### src/rtl/tsd_pkg.sv
package tsd_pkg;
  // Ternary symbol codes; shared with the addr_cfg strap encoding.
  typedef enum logic [1:0] {
    SYM_ZERO = 2'd0,
    SYM_ONE  = 2'd1,
    SYM_OPEN = 2'd2,
    SYM_BAD  = 2'd3
  } sym_t;
endpackage

### src/rtl/tsd_pulse_meter.sv
// Synchronises the line, measures high and low times in ticks,
// classifies each finished pulse and flags inter-word gaps.
module tsd_pulse_meter #(
  parameter int LONG_MIN = 2,
  parameter int SYNC_GAP = 8
) (
  input  logic clk,
  input  logic rst,
  input  logic rx_in,
  input  logic tick_en,
  output logic pulse_vld,
  output logic pulse_long,
  output logic sync_vld
);
  localparam int LIMIT = (SYNC_GAP > LONG_MIN) ? SYNC_GAP : LONG_MIN;
  localparam int CW    = $clog2(LIMIT + 2);
  localparam logic [CW-1:0] CMAX = '1;

  logic [2:0]    rx_q;
  logic          rx_s, rx_d, rise, fall;
  logic [CW-1:0] hi_cnt, lo_cnt, hi_base, lo_base, hi_next, lo_next;

  assign rx_s = rx_q[1];
  assign rx_d = rx_q[2];
  assign rise = rx_s & ~rx_d;
  assign fall = ~rx_s & rx_d;

  always_comb begin
    hi_base = rise ? '0 : hi_cnt;
    lo_base = fall ? '0 : lo_cnt;
    hi_next = (tick_en && rx_s && hi_base != CMAX) ? hi_base + 1'b1 : hi_base;
    lo_next = (tick_en && !rx_s && lo_base != CMAX) ? lo_base + 1'b1 : lo_base;
  end

  always_ff @(posedge clk) begin
    if (rst) begin
      rx_q       <= '0;
      hi_cnt     <= '0;
      lo_cnt     <= '0;
      pulse_vld  <= 1'b0;
      pulse_long <= 1'b0;
      sync_vld   <= 1'b0;
    end else begin
      rx_q       <= {rx_q[1:0], rx_in};
      hi_cnt     <= hi_next;
      lo_cnt     <= lo_next;
      pulse_vld  <= fall;
      pulse_long <= (hi_cnt >= CW'(LONG_MIN));
      // one strobe at the moment the low time first exceeds SYNC_GAP ticks
      sync_vld   <= (lo_base == CW'(SYNC_GAP)) && (lo_next == CW'(SYNC_GAP + 1));
    end
  end
endmodule

### src/rtl/tsd_word_asm.sv
// Pairs pulses into symbols, compares the address part on the fly,
// collects data bits and reports each completed word.
module tsd_word_asm
  import tsd_pkg::*;
#(
  parameter int ADDR_SYMS = 10,
  parameter int DATA_BITS = 8
) (
  input  logic                   clk,
  input  logic                   rst,
  input  logic                   pulse_vld,
  input  logic                   pulse_long,
  input  logic                   sync_vld,
  input  logic [2*ADDR_SYMS-1:0] addr_cfg,
  output logic                   word_vld,
  output logic                   word_match,
  output logic [DATA_BITS-1:0]   word_data
);
  localparam int NSYM = ADDR_SYMS + DATA_BITS;
  localparam int IW   = $clog2(NSYM);

  logic                 half, first_long, addr_ok, in_addr, last;
  logic [IW-1:0]        idx;
  logic [DATA_BITS-1:0] data_sr, data_next;
  sym_t                 sym, cfg_sym;
  logic                 sym_eq, ok_next;
  int                   aidx, didx;

  always_comb begin
    unique case ({first_long, pulse_long})
      2'b11:   sym = SYM_ZERO;
      2'b00:   sym = SYM_ONE;
      2'b10:   sym = SYM_OPEN;
      default: sym = SYM_BAD;
    endcase
    in_addr = int'(idx) < ADDR_SYMS;
    last    = idx == IW'(NSYM - 1);
    aidx    = in_addr ? int'(idx) : 0;
    didx    = int'(idx) - ADDR_SYMS;
    cfg_sym = sym_t'(addr_cfg[2*aidx +: 2]);
    sym_eq  = (sym == cfg_sym) && (sym != SYM_BAD);
    ok_next = addr_ok & (in_addr ? sym_eq : (sym != SYM_BAD));
    data_next = data_sr;
    if (!in_addr && didx >= 0 && didx < DATA_BITS)
      data_next[didx] = (sym != SYM_ZERO);
  end

  always_ff @(posedge clk) begin
    if (rst) begin
      half       <= 1'b0;
      first_long <= 1'b0;
      idx        <= '0;
      addr_ok    <= 1'b1;
      data_sr    <= '0;
      word_vld   <= 1'b0;
      word_match <= 1'b0;
      word_data  <= '0;
    end else begin
      word_vld <= 1'b0;
      if (sync_vld) begin
        half    <= 1'b0;
        idx     <= '0;
        addr_ok <= 1'b1;
        data_sr <= '0;
      end else if (pulse_vld) begin
        if (!half) begin
          half       <= 1'b1;
          first_long <= pulse_long;
        end else begin
          half <= 1'b0;
          if (last) begin
            word_vld   <= 1'b1;
            word_match <= ok_next;
            word_data  <= data_next;
            idx        <= '0;
            addr_ok    <= 1'b1;
            data_sr    <= '0;
          end else begin
            idx     <= idx + IW'(1);
            addr_ok <= ok_next;
            data_sr <= data_next;
          end
        end
      end
    end
  end
endmodule

### src/rtl/tsd_verify.sv
// Two-word agreement for assertion, two-word disagreement for release.
module tsd_verify #(
  parameter int DATA_BITS = 8
) (
  input  logic                 clk,
  input  logic                 rst,
  input  logic                 word_vld,
  input  logic                 word_match,
  input  logic [DATA_BITS-1:0] word_data,
  input  logic                 latch_mode,
  output logic                 valid_n,
  output logic [DATA_BITS-1:0] data_out
);
  logic                 prev_ok, prev_miss;
  logic [DATA_BITS-1:0] prev_data;

  always_ff @(posedge clk) begin
    if (rst) begin
      valid_n   <= 1'b1;
      data_out  <= '0;
      prev_ok   <= 1'b0;
      prev_miss <= 1'b0;
      prev_data <= '0;
    end else if (word_vld) begin
      if (word_match) begin
        prev_ok   <= 1'b1;
        prev_miss <= 1'b0;
        prev_data <= word_data;
        if (prev_ok && word_data == prev_data) begin
          valid_n  <= 1'b0;
          data_out <= word_data;
        end
      end else begin
        prev_ok   <= 1'b0;
        prev_miss <= 1'b1;
        if (prev_miss) begin
          valid_n <= 1'b1;
          if (!latch_mode) data_out <= '0;
        end
      end
    end
  end
endmodule

### src/rtl/tsd_decoder.sv
module tsd_decoder #(
  parameter int ADDR_SYMS = 10,
  parameter int DATA_BITS = 8,
  parameter int LONG_MIN  = 2,
  parameter int SYNC_GAP  = 8
) (
  input  logic                   clk,
  input  logic                   rst,
  input  logic                   rx_in,
  input  logic                   tick_en,
  input  logic                   latch_mode,
  input  logic [2*ADDR_SYMS-1:0] addr_cfg,
  output logic                   valid_n,
  output logic [DATA_BITS-1:0]   data_out
);
  logic                 pulse_vld, pulse_long, sync_vld;
  logic                 word_vld, word_match;
  logic [DATA_BITS-1:0] word_data;

  tsd_pulse_meter #(.LONG_MIN(LONG_MIN), .SYNC_GAP(SYNC_GAP)) meter_i (
    .clk(clk), .rst(rst), .rx_in(rx_in), .tick_en(tick_en),
    .pulse_vld(pulse_vld), .pulse_long(pulse_long), .sync_vld(sync_vld)
  );

  tsd_word_asm #(.ADDR_SYMS(ADDR_SYMS), .DATA_BITS(DATA_BITS)) asm_i (
    .clk(clk), .rst(rst), .pulse_vld(pulse_vld), .pulse_long(pulse_long),
    .sync_vld(sync_vld), .addr_cfg(addr_cfg),
    .word_vld(word_vld), .word_match(word_match), .word_data(word_data)
  );

  tsd_verify #(.DATA_BITS(DATA_BITS)) verify_i (
    .clk(clk), .rst(rst), .word_vld(word_vld), .word_match(word_match),
    .word_data(word_data), .latch_mode(latch_mode),
    .valid_n(valid_n), .data_out(data_out)
  );
endmodule

### config.mk
export PLATFORM = sky130hd
export DESIGN_NAME = tsd_decoder
export DESIGN_NICKNAME = d
export VERILOG_FILES = /design/src/rtl/tsd_pkg.sv /design/src/rtl/tsd_pulse_meter.sv /design/src/rtl/tsd_word_asm.sv /design/src/rtl/tsd_verify.sv /design/src/rtl/tsd_decoder.sv
export SDC_FILE = /design/constraint.sdc
export NUM_CORES = 1
export LEC_CHECK = 0
export BUFFER_PORTS_ARGS = -buffer_cell sky130_fd_sc_hd__buf_4
export CORE_ASPECT_RATIO = 1.5
export CORE_UTILIZATION = 52
export CTS_CLUSTER_DIAMETER = 30
export DETAILED_ROUTE_END_ITERATION = 8
export HOLD_SLACK_MARGIN = 0.03
export PLACE_DENSITY = 0.72
export SYNTH_ARGS = -nofsm -noshare
export SYNTH_HDL_FRONTEND = slang
export SYNTH_SLANG_ARGS = --single-unit
### constraint.sdc
create_clock -name clk -period 1.9 [get_ports clk]
set_clock_uncertainty 0.1 [all_clocks]
set_input_delay 0.285 -clock clk [delete_from_list [all_inputs] [get_ports clk]]
set_output_delay 0.285 -clock clk [all_outputs]
set_load 0.01 [all_outputs]
==> results.cfg <==
[sta]
final_max_slew_viol_count = 0
final_hold_viol_count = 0
finalSetupViolations = 0
relSlewSlack_pct = 72.7
worst_slack_ns = 0.0124
worst_pin_slew_ns = 0.407
fin_crit_sh_pct = 99.3
max_freq_mhz = 530
period_minus_slack_ns = 1.89

[min_path]
hp-start = rx_in
whs_path_depth = 2
min_to = meter_i.rx_q[0]$_SDFF_PP0_
hold_class = input port to register

[clock_tree]
cts.sinks = 59
cts_root_buf = clkbuf_8
clockBufferDepth = 2
holdBufCountCts = 0
cts_made_buffers = 9
htreeDepth = 3
clkTransAtPathRegs_ns = 0.06
tritoncts = built
clk_latency_ns = 0.34

[layout]
drive_above_1_share_pct = 29.4
diodes = 0
postLayoutCellArea_um2 = 3760
nets = 443
regArea_um2 = 1200
multi_input_area_um2 = 1710
synthToLayoutAreaGrowth_pct = 29.2
fillers = 457

[logic_synthesis]
synth_edf_count = 0
synth.avg_cell_area_um2 = 8.56
synth_top_cell_area_share_pct = 40.6
synth_area_um2 = 2910
synth_ff_type = dfxtp_1
ys_seq_area_share_pct = 40.6
yosysWarningCount = 0
synth_seq_cells = 59
syn_nets = 374
synth_top_area_cell = dfxtp_1
synthCells = 340
synthArstFlopShare_pct = 0
ys_types = 55
synthTopCellsByArea = dfxtp_1 41%, nand2_1 7.4%, a22o_1 4.8%

[global_route]
grt_pass1_vias = 2492
gr-usage-all-layers_pct = 23.0
grt_max_degree = 23
grt_overflow = 0
antenna_found_initial = 0
grt_pass1_wl_um = 10600

[pwr]
ir_drop_v = 0.000521
power.density_nw_per_um2 = 685
p_leak_nw = 1.47

[die]
die_y_um = 93.6
num_rows = 33
dieArea_um2 = 5910
die_w_um = 63.1
core_area_um2 = 5410
ios = 34
start_util_pct = 53.8

[setup_path]
path_class = register to register
cp_max_fo = 3
worstReg2RegStart = meter_i.rx_q[1]$_SDFF_PP0_
r2r_setup_slack_ns = 0.01
rr_endpoint = meter_i.sync_vld$_SDFF_PP0_
startpoint_type = register
end_kind = register
cp.required_ns = 2.05
r2r_cells = 9
crit_arrival_ns = 2.04

[placed_design]
portBuffers = 33
place_congestion = 0.884
pre_cts_ws_ns = -0.0136
placed_area_um2 = 3450
hpwl_um = 4820

[drt]
drt_wl_total_um = 6440
drc = 0
antenna_left = 0
routedWlPerCell_um = 13.4
dr_total_vias = 2588
vias_per_cell = 5.37
dr.pass1.iters = 4
first_iter_violations = 78

[job]
drv_cap = 0

[run_status]
outcome = complete, no violations
==> cells in the final DEF (no fill, tap or decap), drive strengths merged, types with 8 or more instances in the layout <==
master   n
a21oi   26
clkbuf  12
dfxtp   59
nor2    27
o21ai   16
a22o    16
nand2   57
inv      9
nor3     9
nand3    8
ha       9
o211ai   8
xnor2   13
buf     71
==> final cells by class <==
| cell class | count | area share, % |
|---|---|---|
| Clock buffer | 12 | 4.39 |
| Clock inverter | 2 | 0.932 |
| Inverter | 9 | 0.899 |
| Multi-Input combinational cell | 259 | 45.4 |
| Sequential cell | 59 | 31.8 |
| Tap cell | 70 | 2.33 |
| Timing Repair Buffer | 71 | 14.2 |
==> routing by layer <==
layer / up-vias / share of wire [%] / global-route usage (%)
met3: 8 / 2.8 / 3.78
met5: - / 0 / 0
li1: 1336 / - / -
met2: 49 / 56 / 44.9
met4: 0 / 1.5 / 12.6
met1: 1195 / 40 / 22.4
==> worst max path at each step <==
| stage | start | to | cells past startpoint |
|---|---|---|---|
| final | meter_i.rx_q[1]$_SDFF_PP0_ | meter_i.sync_vld$_SDFF_PP0_ | 9 |
| after CTS | meter_i.rx_q[1]$_SDFF_PP0_ | meter_i.sync_vld$_SDFF_PP0_ | 9 |
| after detailed placement | meter_i.rx_q[2]$_SDFF_PP0_ | meter_i.sync_vld$_SDFF_PP0_ | 9 |
| after global routing | meter_i.rx_q[1]$_SDFF_PP0_ | meter_i.sync_vld$_SDFF_PP0_ | 9 |
| after floorplan | meter_i.rx_q[1]$_SDFF_PP0_ | meter_i.sync_vld$_SDFF_PP0_ | 9 |
| after global placement | asm_i.idx[0]$_SDFFE_PP0P_ | asm_i.addr_ok$_SDFFE_PP1P_ | 7 |
==> metrics by stage <==
step | total power [W] | hold WS, ns | TNS [ns] | cells | util (%)
detailed placement | 0.00142 | 0.326 | -0.0174 | 465 | 63.8
global route | 0.00265 | 0.0690 | -0.103 | 482 | 69.5
global placement | 0.00142 | 0.324 | 0 | 465 | 63.8
finish | 0.00258 | 0.0542 | 0 | 482 | 69.5
CTS | 0.00258 | 0.0476 | 0 | 479 | 67.7
floorplan | 0.00135 | 0.313 | 0 | 340 | -
==> worst max-delay path, stage by stage, from the launching register on <==
cell and delay (ns):
dfxtp_2 0.32, nand2b_4 0.15, nand2_4 0.08, inv_2 0.05, ha_4 0.16, nand4b_1 0.14
nand3b_4 0.09, or3_4 0.33, a21oi_2 0.17, nor4b_4 0.22
==> registers in the layout (all words and copies together) (netlist names), 3 cells and up <==
signal	flops
verify_i.prev_data	8
meter_i.lo_cnt	4
asm_i.idx	5
asm_i.data_sr	8
meter_i.hi_cnt	4
asm_i.word_data	8
verify_i.data_out	8
meter_i.rx_q	3
==> cells in the mapped netlist, types with 5 or more instances <==
cell type,number
nor2_1,26
a22o_1,16
nand2_1,57
and2_1,6
nor3_1,8
a21oi_1,25
ha_1,9
xor2_1,5
xnor2_1,13
o211ai_1,8
o21ai_0,14
nand3_1,8
dfxtp_1,59
inv_1,9
nand2b_1,6
==> repair_timing <==
action,in CTS,in global routing
endpoints found under the setup margin,2,17
setup buffers,0,3
gates cloned,0,0
resized for setup,3,20
pin swaps,0,10
==> cells by family after synthesis <==
logic type                 Yosys count  synth area share, %
adders and majority gates            9                 3.87
xor gates and xnor gates            18                 5.42
and+or+nand+nor                    139                 23.6
DFF                                 59                 40.6
buffers and inverters               22                 3.95
AOI/OAI and AO/OA                   83                 18.8
muxes                               10                 3.83
==> report_power, final <==
group          total [W]  internal, W  leakage [nW]  switching, W
logic           0.000155    0.0000815         0.881     0.0000738
registers        0.00125      0.00124         0.481    0.00000850
clock network    0.00117     0.000696         0.104      0.000472
No activity file was read; power rests on OpenSTA's default activity.
